### src/rtl/sram_lane_pkg.sv
package sram_lane_pkg;

  typedef enum logic [2:0] {
    ST_IDLE,
    ST_WSETUP,
    ST_WPULSE,
    ST_WHOLD,
    ST_RWAIT,
    ST_TURN
  } seq_state_e;

  typedef struct packed {
    logic sel;
    logic we;
    logic oe;
    logic drv;
    logic cap;
  } mem_ctl_t;

  function automatic int at_least_one(input int v);
    return (v < 1) ? 1 : v;
  endfunction

endpackage

### src/rtl/sram_lane_seq.sv
module sram_lane_seq
  import sram_lane_pkg::*;
#(
  parameter int T_ASU   = 1,
  parameter int T_WE    = 2,
  parameter int T_FLOAT = 1,
  parameter int T_HOLD  = 1,
  parameter int T_RD    = 2,
  parameter int T_TURN  = 1
) (
  input  logic     clk,
  input  logic     rst_n,
  input  logic     start,
  input  logic     start_write,
  output logic     idle,
  output mem_ctl_t ctl,
  output logic     done
);

  localparam int L_ASU  = at_least_one(T_ASU);
  localparam int L_WE   = at_least_one(T_WE);
  localparam int L_HOLD = at_least_one(T_HOLD);
  localparam int L_RD   = at_least_one(T_RD);
  localparam int L_TURN = at_least_one(T_TURN);
  localparam int L_FLT  = (T_FLOAT >= L_WE) ? L_WE - 1 : T_FLOAT;
  localparam int MAX_A  = (L_ASU > L_WE) ? L_ASU : L_WE;
  localparam int MAX_B  = (L_HOLD > L_RD) ? L_HOLD : L_RD;
  localparam int MAX_C  = (MAX_A > MAX_B) ? MAX_A : MAX_B;
  localparam int MAX_L  = (MAX_C > L_TURN) ? MAX_C : L_TURN;
  localparam int CW     = $clog2(MAX_L + 1);

  seq_state_e      state_q, state_nx;
  logic [CW-1:0]   cnt_q, cnt_nx;
  logic            last;

  function automatic mem_ctl_t decode(input seq_state_e st, input logic [CW-1:0] c);
    mem_ctl_t r;
    r.sel = (st == ST_WPULSE) || (st == ST_RWAIT);
    r.we  = (st == ST_WPULSE);
    r.oe  = (st == ST_RWAIT);
    r.drv = ((st == ST_WPULSE) && (c >= CW'(L_FLT))) || (st == ST_WHOLD);
    r.cap = (st == ST_RWAIT) && (c == CW'(L_RD - 1));
    return r;
  endfunction

  always_comb begin
    case (state_q)
      ST_WSETUP: last = (cnt_q == CW'(L_ASU - 1));
      ST_WPULSE: last = (cnt_q == CW'(L_WE - 1));
      ST_WHOLD:  last = (cnt_q == CW'(L_HOLD - 1));
      ST_RWAIT:  last = (cnt_q == CW'(L_RD - 1));
      ST_TURN:   last = (cnt_q == CW'(L_TURN - 1));
      default:   last = 1'b0;
    endcase
  end

  always_comb begin
    state_nx = state_q;
    cnt_nx   = cnt_q + CW'(1);
    case (state_q)
      ST_IDLE: begin
        cnt_nx = '0;
        if (start) state_nx = start_write ? ST_WSETUP : ST_RWAIT;
      end
      ST_WSETUP: if (last) begin state_nx = ST_WPULSE; cnt_nx = '0; end
      ST_WPULSE: if (last) begin state_nx = ST_WHOLD;  cnt_nx = '0; end
      ST_WHOLD:  if (last) begin state_nx = ST_IDLE;   cnt_nx = '0; end
      ST_RWAIT:  if (last) begin state_nx = ST_TURN;   cnt_nx = '0; end
      ST_TURN:   if (last) begin state_nx = ST_IDLE;   cnt_nx = '0; end
      default: begin
        state_nx = ST_IDLE;
        cnt_nx   = '0;
      end
    endcase
  end

  always_ff @(posedge clk or negedge rst_n) begin
    if (!rst_n) begin
      state_q <= ST_IDLE;
      cnt_q   <= '0;
      ctl     <= '0;
      done    <= 1'b0;
    end else begin
      state_q <= state_nx;
      cnt_q   <= cnt_nx;
      ctl     <= decode(state_nx, cnt_nx);
      done    <= last && ((state_q == ST_WHOLD) || (state_q == ST_RWAIT));
    end
  end

  assign idle = (state_q == ST_IDLE);

endmodule

### src/rtl/sram_lane_req.sv
module sram_lane_req #(
  parameter int ADDR_W = 20,
  parameter int LANES  = 4,
  parameter int LANE_W = 8
) (
  input  logic                    clk,
  input  logic                    rst_n,
  input  logic                    take,
  input  logic [ADDR_W-1:0]       in_addr,
  input  logic [LANES*LANE_W-1:0] in_wdata,
  input  logic [LANES-1:0]        in_mask,
  input  logic                    sel,
  output logic [ADDR_W-1:0]       addr,
  output logic [LANES*LANE_W-1:0] wdata,
  output logic [LANES-1:0]        mask,
  output logic [LANES-1:0]        cs_n
);

  always_ff @(posedge clk or negedge rst_n) begin
    if (!rst_n) begin
      addr  <= '0;
      wdata <= '0;
      mask  <= '0;
    end else if (take) begin
      addr  <= in_addr;
      wdata <= in_wdata;
      mask  <= in_mask;
    end
  end

  for (genvar i = 0; i < LANES; i++) begin : g_sel
    assign cs_n[i] = ~(sel & mask[i]);
  end

endmodule

### src/rtl/sram_lane_rdcap.sv
module sram_lane_rdcap #(
  parameter int LANES  = 4,
  parameter int LANE_W = 8
) (
  input  logic                    clk,
  input  logic                    rst_n,
  input  logic                    cap,
  input  logic [LANES-1:0]        mask,
  input  logic [LANES*LANE_W-1:0] bus,
  output logic [LANES*LANE_W-1:0] rdata
);

  for (genvar i = 0; i < LANES; i++) begin : g_lane
    always_ff @(posedge clk or negedge rst_n) begin
      if (!rst_n)
        rdata[i*LANE_W +: LANE_W] <= '0;
      else if (cap)
        rdata[i*LANE_W +: LANE_W] <= mask[i] ? bus[i*LANE_W +: LANE_W] : '0;
    end
  end

endmodule

### src/rtl/sram_lane_ctrl.sv
module sram_lane_ctrl
  import sram_lane_pkg::*;
#(
  parameter int ADDR_W  = 20,
  parameter int LANES   = 4,
  parameter int LANE_W  = 8,
  parameter int T_ASU   = 1,
  parameter int T_WE    = 2,
  parameter int T_FLOAT = 1,
  parameter int T_HOLD  = 1,
  parameter int T_RD    = 2,
  parameter int T_TURN  = 1
) (
  input  logic                    clk,
  input  logic                    rst_n,
  input  logic                    req_valid,
  output logic                    req_ready,
  input  logic                    req_write,
  input  logic [ADDR_W-1:0]       req_addr,
  input  logic [LANES*LANE_W-1:0] req_wdata,
  input  logic [LANES-1:0]        req_mask,
  output logic                    rsp_valid,
  output logic [LANES*LANE_W-1:0] rsp_rdata,
  output logic [ADDR_W-1:0]       mem_addr,
  output logic [LANES-1:0]        mem_cs_n,
  output logic                    mem_we_n,
  output logic                    mem_oe_n,
  output logic [LANES*LANE_W-1:0] mem_dq_out,
  output logic                    mem_dq_oe,
  input  logic [LANES*LANE_W-1:0] mem_dq_in
);

  mem_ctl_t         ctl;
  logic             idle;
  logic             take;
  logic [LANES-1:0] mask_q;

  assign take = req_valid && idle;

  sram_lane_seq #(
    .T_ASU(T_ASU), .T_WE(T_WE), .T_FLOAT(T_FLOAT),
    .T_HOLD(T_HOLD), .T_RD(T_RD), .T_TURN(T_TURN)
  ) u_seq (
    .clk(clk), .rst_n(rst_n), .start(take), .start_write(req_write),
    .idle(idle), .ctl(ctl), .done(rsp_valid)
  );

  sram_lane_req #(.ADDR_W(ADDR_W), .LANES(LANES), .LANE_W(LANE_W)) u_req (
    .clk(clk), .rst_n(rst_n), .take(take),
    .in_addr(req_addr), .in_wdata(req_wdata), .in_mask(req_mask),
    .sel(ctl.sel), .addr(mem_addr), .wdata(mem_dq_out),
    .mask(mask_q), .cs_n(mem_cs_n)
  );

  sram_lane_rdcap #(.LANES(LANES), .LANE_W(LANE_W)) u_cap (
    .clk(clk), .rst_n(rst_n), .cap(ctl.cap), .mask(mask_q),
    .bus(mem_dq_in), .rdata(rsp_rdata)
  );

  assign req_ready = idle;
  assign mem_we_n  = ~ctl.we;
  assign mem_oe_n  = ~ctl.oe;
  assign mem_dq_oe = ctl.drv;

endmodule

### config.mk
export PLATFORM = sky130hd
export DESIGN_NAME = sram_lane_ctrl
export DESIGN_NICKNAME = d
export VERILOG_FILES = /design/src/rtl/sram_lane_pkg.sv /design/src/rtl/sram_lane_seq.sv /design/src/rtl/sram_lane_req.sv /design/src/rtl/sram_lane_rdcap.sv /design/src/rtl/sram_lane_ctrl.sv
export SDC_FILE = /design/constraint.sdc
export NUM_CORES = 1
export LEC_CHECK = 0
export ABC_CLOCK_PERIOD_IN_PS = 1600
export BUFFER_PORTS_ARGS = -buffer_cell sky130_fd_sc_hd__clkbuf_2
export CAP_MARGIN = 10
export CORE_MARGIN = 2
export CORE_UTILIZATION = 26
export DETAILED_ROUTE_END_ITERATION = 6
export GPL_ROUTABILITY_DRIVEN = 0
export PLACE_DENSITY = 0.62
export SYNTH_ARGS = -nofsm -noshare
export SYNTH_HDL_FRONTEND = slang
export SYNTH_HIERARCHICAL = 1
export SYNTH_SLANG_ARGS = --single-unit
### constraint.sdc
create_clock -name clk -period 1.6 [get_ports clk]
set_input_delay 0.16 -clock clk [delete_from_list [all_inputs] [get_ports clk]]
set_output_delay 0.16 -clock clk [all_outputs]
set_load 0.02 [all_outputs]
==> run summary, run 1 <==
The run finished with clean final reports. The multi-input combinational cell area is 0.00137 mm^2. The floorplan step set the die height to 130 um. The critical path starts at u_seq/state_q[2]. The number of maximum-capacitance constraint violations is 0.

The worst setup path is captured at a flop. The peak clock frequency supported by timing came out at 640 MHz. The die covers 0.0169 mm^2. Summing internal, switching and leakage power gives 0.0129 W.

The post-route antenna net violation count came out at 0. The setup path with the least slack is of type flop to flop. Setup repair after global routing could not meet its margin everywhere. The number of antenna violations at the first check in global routing is 0. IR analysis of the VDD net gives a maximum drop of 829 uV. The largest driver fanout on the critical path is 31.

The worst-case headroom to the max-slew limit is 0.734. The standard cell area after detailed placement is 0.00531 mm^2. The later-pin clock latency in the skew report came out at 0.34 ns.

The post-route clock skew is 0.00671 ns. The reg-to-reg startpoint is u_seq/state_q[2]. The tree is rooted in a sky130_fd_sc_hd__clkbuf_16.

Yosys attributes the largest share of cell area to sky130_fd_sc_hd__dfrtp_1, sky130_fd_sc_hd__mux2_4, sky130_fd_sc_hd__mux2_2. The signal arrival time at the worst endpoint is 1.79 ns. In the synthesized netlist the dominant register cell turns out to be sky130_fd_sc_hd__dfrtp_1. Of all cell types, the one taking the most synthesized area is sky130_fd_sc_hd__dfrtp_1.

The share of synthesized area in the top cell type comes to 0.599. The number of buffers on the longest clock path is 2. The area used by sequential logic in the layout came out at 0.00248 mm^2. For the worst setup path, the data required time is 1.83 ns. The path depth of the worst reg2reg path came out at 4.

Counting every net in the synthesized netlist gives 405. The pin count of the biggest net entering global routing is 65. The critical path ends at u_req/addr[12].

The count of flip-flops with a built-in enable after synthesis is 0. The placement-stage worst setup slack came out at 0.0284 ns. The fraction of layout cells with a size suffix above 1 came out at 0.560. The final global-route overflow total came out at 0.

The end of the worst register-to-register path is u_req/addr[12]. The number of setup violations in the final report came out at 0. The HPWL reported at the end of detailed placement came out at 7.43 mm. The TritonCTS clock tree is yes. The overall routing resource usage came out at 0.118. The initial utilization of the core area, before any placement, comes to 0.263.

For this design the top-level I/O count stands at 185. Clock-pin slew was measured on the worst setup and hold paths at 0.07 ns. The wire length per cell after detailed routing came out at 13.8 um. The register bit total from synthesis is 99. For this design the static power due to leakage is 2.87 nW. The minimum setup slack among reg-to-reg paths came out at 0.04 ns.

The share of the clock period used by the worst path came out at 0.976. The number of nets in the layout is 595. The number of design rule violations left after detail routing came out at 0.

The number of core rows came out at 46. The hold violation total from the final report is 0. The path class of the lowest-slack min-delay path is input pin to flop. The number of antenna cells inserted came out at 0.

The TritonCTS sink count came out at 99. STA classifies the critical path startpoint as a flop. The number of library cell types mapped by synthesis is 32. The post-detailed-routing wire length came out at 9.95 mm. The length of the first detailed-routing pass in iterations is 4. For this run, the register share of the synthesized area comes to 0.599. The via count of the first global-routing pass is 2986. At the pin with the least slew margin, the transition time is 0.400 ns. The minimum hold slack is 0.0443 ns.

The finished layout cell area is 0.00565 mm^2. The core outline area came out at 0.0157 mm^2. The number of CTS-inserted buffers came out at 9.

Leaving out filler cells and counting taps, the final layout contains 720. In this run the power density over the cells is 2280 mW/mm^2. The final worst slack came out at 0.0382 ns. The area growth from synthesis to layout is 36.6%. The average cell area after synthesis came out at 13.3 um^2. The H-tree generated during clock tree synthesis spans 3 levels. The via-per-instance ratio is 4.15. The share of flip-flops with an asynchronous set or reset is 1.00. The global-route wire length before repair is 15.2 mm.

The detailed router finished its first iteration with 98 violations. The gate count of the mapped netlist is 311. The count of yosys warnings during synthesis came out at 6. The number of inserted filler cells in the final layout came out at 1580. The number of placed instances with taps included came out at 704. The cell area that synthesis handed to floorplanning was 0.00413 mm^2.

The smallest clock period supported by the final layout is computed as 1.56 ns. The routed layout has 2986 vias. The width of the die is 130 um. The number of buffers inserted by port buffering came out at 184. The number of slew-limit violations in the final report is 0.
-- what timing repair did --
action                                  CTS  global route
resized for setup                         0             7
endpoints found under the hold margin    99             0
buffers inserted                          0             1
hold buffers                              1             0
endpoints found under the setup margin    0             5
-- cells in the mapped netlist (2+ instances only) --
master                      n
sky130_fd_sc_hd__a21oi_1    2
sky130_fd_sc_hd__buf_4      3
sky130_fd_sc_hd__buf_6     11
sky130_fd_sc_hd__clkbuf_2   4
sky130_fd_sc_hd__dfrtp_1   99
sky130_fd_sc_hd__ha_1       2
sky130_fd_sc_hd__inv_1     38
sky130_fd_sc_hd__mux2_2    16
sky130_fd_sc_hd__mux2_4    40
sky130_fd_sc_hd__nand2_1    5
sky130_fd_sc_hd__nand2_2    2
sky130_fd_sc_hd__nand3_1   33
sky130_fd_sc_hd__nor2_1     4
sky130_fd_sc_hd__o21a_1     2
sky130_fd_sc_hd__o21ai_1   33
-- cell usage in the layout (no fill, tap or decap), types with 2 or more instances in the layout --
cell and n:
sky130_fd_sc_hd__inv_1 38, sky130_fd_sc_hd__nand3_1 33, sky130_fd_sc_hd__nand2_1 5, sky130_fd_sc_hd__nor2_1 3, sky130_fd_sc_hd__buf_4 10, sky130_fd_sc_hd__mux2_2 15, sky130_fd_sc_hd__nand2_2 2, sky130_fd_sc_hd__mux2_4 41
sky130_fd_sc_hd__ha_2 2, sky130_fd_sc_hd__clkbuf_16 9, sky130_fd_sc_hd__o21a_1 2, sky130_fd_sc_hd__o21ai_1 33, sky130_fd_sc_hd__clkbuf_2 183, sky130_fd_sc_hd__dfrtp_1 98, sky130_fd_sc_hd__clkinvlp_4 3, sky130_fd_sc_hd__buf_12 3
sky130_fd_sc_hd__a21oi_1 2
-- cells by family (layout without fill, tap and decap cells) --
group,Yosys count,in the layout,share of synthesized area
AND/OR/NAND/NOR,52,52,0.0651
AO/OA/AOI/OAI,43,43,0.0612
XOR/XNOR,1,1,0.00212
adder cells (fa/ha/maj),2,2,0.00605
buffers and inverters,58,251,0.0772
flip-flops,99,99,0.599
multiplexers,56,56,0.189
-- sequential cells by signal, summed over array words and instances, names as in the netlist --
signal and count:
u_cap/rdata 32, u_req/addr 20, u_req/mask 4, u_req/wdata 32
u_seq/cnt_q 2, u_seq/ctl 5, u_seq/done 1, u_seq/state_q 3
-- critical path, stage by stage (launching register included) --
cell	delay [ns]
sky130_fd_sc_hd__dfrtp_1	0.41
sky130_fd_sc_hd__nor3_4	0.20
sky130_fd_sc_hd__and2_4	0.22
sky130_fd_sc_hd__buf_16	0.24
sky130_fd_sc_hd__mux2_2	0.36
-- final cells by class --
class	instances	area share
sequential	99	0.439
clock inverter	4	0.00931
inverter	39	0.0262
multi-input combinational	154	0.242
tap	216	0.0479
timing repair buffer	198	0.193
clock buffer	10	0.0423
-- per-layer routing --
layer	part of all wire	global-route usage
met1	0.41	0.139
met2	0.51	0.201
met3	0.069	0.0455
met4	0.011	0.0316
met5	0	0
-- power by group --
| group | switching [W] | internal (W) | leakage (nW) |
|---|---|---|---|
| Clock | 0.000908 | 0.00124 | 0.133 |
| Sequential | 0.000867 | 0.00378 | 1.17 |
| Combinational | 0.00336 | 0.00274 | 1.56 |
| Total | 0.00514 | 0.00776 | 2.87 |
-- per-stage QoR --
| stage | TNS (ns) | util |
|---|---|---|
| after floorplan | -5.78 | - |
| after global placement | 0 | 0.338 |
| after detailed placement | 0 | 0.338 |
| after CTS | 0 | 0.357 |
| after global routing | -0.0493 | 0.359 |
| final | 0 | 0.359 |
-- worst min-delay path by stage --
stage / end / cells past startpoint / from
4_1_cts: u_req/mask[1] / 2 / req_mask[1]
6_report: u_req/mask[1] / 2 / req_mask[1]
5_1_grt: u_req/addr[1] / 2 / req_addr[1]
3_3_place_gp: u_cap/rdata[26] / 2 / rst_n
2_1_floorplan: u_cap/rdata[0] / 0 / rst_n
3_5_place_dp: u_cap/rdata[26] / 2 / rst_n
Power figures use the tool's default switching activity.
==> inputs of run 2 (changes only) <==
--- a/config.mk
+++ b/config.mk
@@ -12,8 +12,7 @@
 export CORE_UTILIZATION = 26
 export DETAILED_ROUTE_END_ITERATION = 6
 export GPL_ROUTABILITY_DRIVEN = 0
-export PLACE_DENSITY = 0.62
+export PLACE_DENSITY = 0.63
 export SYNTH_ARGS = -nofsm -noshare
 export SYNTH_HDL_FRONTEND = slang
-export SYNTH_HIERARCHICAL = 1
 export SYNTH_SLANG_ARGS = --single-unit
==> run 2 against run 1 <==
  * Count of clock-buffer cells in the layout up 1
  * Total power decreased by 7.7%
  * Clock power grew 14%
  * Sequential cell count stayed put
  * Critical path type unchanged
  * Largest cell class unchanged
  * Highest routed layer unchanged
==> run summary, run 2 <==
The largest registers in the layout are u_cap.rdata: 32 flops, u_req.wdata: 32 flops, u_req.addr: 20 flops. Setup repair after global routing could not meet its margin everywhere. The number of maximum-capacitance constraint violations is 0. The count of non-filler cells in the finished layout came out at 697. The portion of total power attributed to sequential cells is 0.369. Summed over all layers, the routed wires come to 9.71 mm. The flow ran to the end, and the final reports show no timing, DRC or antenna violations. Of the total power, the share spent switching nets is 0.395. For this design the static power due to leakage is 2.73 nW. The via-per-instance ratio came out at 4.26.

The worst hold path belongs to the class input pin to flop. The number of setup violations in the final report came out at 0. Traced cell by cell, the critical path runs through nor4b_4 > bufbuf_16 > mux2_2. The clock root buffer is sky130_fd_sc_hd__clkbuf_16. Once placement completed, the tool counted placed cells totaling 677.

By count the netlist is led by sky130_fd_sc_hd__dfrtp_1, sky130_fd_sc_hd__inv_1, sky130_fd_sc_hd__mux2_2. The number of antenna violations at the first check in global routing is 0. The number of I/O pins is 185. The worst setup path is of the flop to flop kind. The pin count of the biggest net entering global routing is 100.

The minimum hold slack is 0.0316 ns. The power consumption is 0.0119 W. The final global-route overflow total came out at 0. STA classifies the critical path endpoint as a flop. After floorplanning, the core was divided into 45 placement rows. The clock-pin slew on the worst setup and hold paths is 0.07 ns. The largest stage delay on the critical path came out at 0.40 ns. The post-route minimum period is 1.56 ns.

The placement-stage worst setup slack is -0.0150 ns. The length of the first detailed-routing pass in iterations came out at 4. The transition time of the tightest slew-check pin is 0.531 ns.

The die covers 0.0162 mm^2. Data arrives at the worst endpoint at 1.79 ns. Each instance of the synthesized netlist takes up on average 12.5 um^2. The register bit total from synthesis is 99. When the netlist entered floorplanning its net count stood at 410. The post-route antenna net violation count is 0.

The sequential area share after synthesis is 0.628. The final worst slack came out at 0.0405 ns. The overall routing resource usage is 0.121. The later-pin clock latency in the skew report came out at 0.34 ns. The worst pin sits at a relative slew slack of 0.646. STA puts the critical path data required time at 1.83 ns.

From bottom edge to top edge, the die measures 127 um. The core outline area came out at 0.0150 mm^2. The power density relative to cell area is 2150 mW/mm^2. The most common cell in the synthesized netlist is sky130_fd_sc_hd__dfrtp_1. The area share of the largest cell type after synthesis came out at 0.628. The number of CTS-inserted buffers is 9.

The netlist area before placement is 0.00395 mm^2. The share of total power dissipated in combinational logic is 0.427. The number of nets in the layout came out at 598. The HPWL reported at the end of detailed placement came out at 6.74 mm. The number of buffers inserted by port buffering came out at 184. The number of slew-limit violations in the final report came out at 0.

The via count of the first global-routing pass is 3071. After technology mapping, the gate count stands at 316. The hold violation total from the final report is 0. The post-route clock skew is 0.00778 ns.

The number of inserted filler cells in the final layout came out at 1518. The area growth from synthesis to layout is 40.5%. The global-route wire length before repair came out at 15.3 mm. The total vias in the final route is 2971. The final sum of negative setup slack came out at 0 ns. The total number of H-tree levels is 3.

The number of library cell types mapped by synthesis came out at 33. The count of yosys warnings during synthesis is 0. The fraction of layout cells with a size suffix above 1 came out at 0.503.

The width of the die came out at 127 um. The library cell used most frequently in the layout, excluding fill and tap cells, is sky130_fd_sc_hd__clkbuf_2. The number of DRC markers after the initial detailed-route iteration is 94. The number of antenna cells inserted came out at 0.

The peak clock frequency supported by timing came out at 641 MHz. The slowest stage of the critical path belongs to the cell sky130_fd_sc_hd__dfrtp_1. The initial core utilization is 0.262. Of all flip-flops after synthesis, the portion carrying an async set or reset was 1.00. The count of flip-flops with a built-in enable after synthesis came out at 0.

Summed over all instances, the cell type with the most area after synthesis is sky130_fd_sc_hd__dfrtp_1. Among all flip-flop cells after synthesis, the most frequent one is sky130_fd_sc_hd__dfrtp_1. The switching power came out at 0.00470 W.

The TritonCTS sink count came out at 99. The worst setup path is launched from a flop. By area the synthesized netlist is led by sky130_fd_sc_hd__dfrtp_1, sky130_fd_sc_hd__mux2_2, sky130_fd_sc_hd__mux2_1. The number of design rule violations left after detail routing is 0. Along the worst path, the maximum fanout reaches 24.

The internal power component is 0.00720 W. The number of buffers on the longest clock path is 2. In the layout the commonest cells are sky130_fd_sc_hd__clkbuf_2, sky130_fd_sc_hd__dfrtp_1, sky130_fd_sc_hd__inv_1.

TritonCTS built the clock tree. Dividing the final minimum period by the clock period gives 0.975. The share of power burned in the clock network is 0.204. Across the VDD grid, the largest voltage drop is 766 uV.

The wire length per cell after detailed routing is 13.9 um.
[run 2: cell types whose count changed in the layout (fill, tap and decap cells not counted), sizes merged, moves of 2 or more]
cell	before	now
nand2	7	5
a21oi	2	0
inv	38	41
buf	14	12
a21boi	0	2
nor4	0	2
o21a	2	0
[run 2: cell type report]
cell class / count / area (um^2) / area share
flip-flops and latches: 99 / 2480 / 0.447
multi-input cells: 157 / 1230 / 0.223
repair buffers: 197 / 1110 / 0.200
clock buffers: 11 / 253 / 0.0456
well taps: 188 / 235 / 0.0424
inverters: 40 / 150 / 0.0271
clock inverters: 5 / 83.8 / 0.0151
[run 2: cells by family (layout without fill, tap and decap cells)]
| kind of cell | Yosys count | in the layout | synth area share |
|---|---|---|---|
| buf+inv | 60 | 253 | 0.0637 |
| compound gates | 47 | 47 | 0.0688 |
| fa+ha+maj | 2 | 2 | 0.00634 |
| flops | 99 | 99 | 0.628 |
| simple gates | 51 | 51 | 0.0710 |
| mux | 56 | 56 | 0.160 |
| xor+xnor | 1 | 1 | 0.00222 |
[run 2: routing by layer]
layer / global-route usage / vias to the layer above / share of wire
met4: 0.0349 / 0 / 0.011
met5: 0 / - / 0
met1: 0.148 / 1440 / 0.42
li1: - / 1435 / -
met3: 0.0427 / 9 / 0.061
met2: 0.202 / 87 / 0.51
[run 2: path summary, 6_finish.rpt]
kind	start	to	slack, ns	depth (start not counted)
worst max register to register	u_seq.state_q[0]	u_req.addr[12]	0.04	3
worst min register to register	u_seq.cnt_q[0]	u_seq.cnt_q[0]	0.46	1
worst min-delay path	req_wdata[31]	u_req.wdata[31]	0.03	2
worst max-delay path	u_seq.state_q[0]	u_req.addr[12]	0.04	3
max in group asynchronous	rst_n	u_cap.rdata[28]	0.78	3
min in group asynchronous	rst_n	u_req.wdata[29]	0.42	3
[run 2: timing repair]
action / in CTS / in global routing
endpoints found under the setup margin: 49 / 61
endpoints found under the hold margin: 99 / 0
hold buffers: 1 / 0
gates resized for setup: 1 / 6
cloned: 1 / 1
pin swaps: 1 / 0
buffers inserted: 1 / 0
[run 2: power groups by stage]
| stage | clock [W] | sequential [W] | combinational, W |
|---|---|---|---|
| after floorplan | 0 | 0.00545 | 0.00207 |
| after global placement | 0 | 0.00439 | 0.00481 |
| after detailed placement | 0 | 0.00444 | 0.00495 |
| after CTS | 0.00251 | 0.00441 | 0.00505 |
| after global routing | 0.00263 | 0.00456 | 0.00553 |
| final | 0.00243 | 0.00440 | 0.00508 |
[run 2: metrics by stage]
stage / instance area (um^2) / utilization
6_report: 5540 / 0.369
5_1_grt: 5540 / 0.369
4_1_cts: 5500 / 0.366
3_5_place_dp: 5110 / 0.340
3_3_place_gp: 5110 / 0.340
2_1_floorplan: 3950 / -
[run 2: worst max-delay path, delay by kind of cell (launching register included)]
kind,cells,cell delay (ns)
buffers and inverters,1,0.38
DFF,1,0.40
muxes,1,0.34
and+or+nand+nor,1,0.31
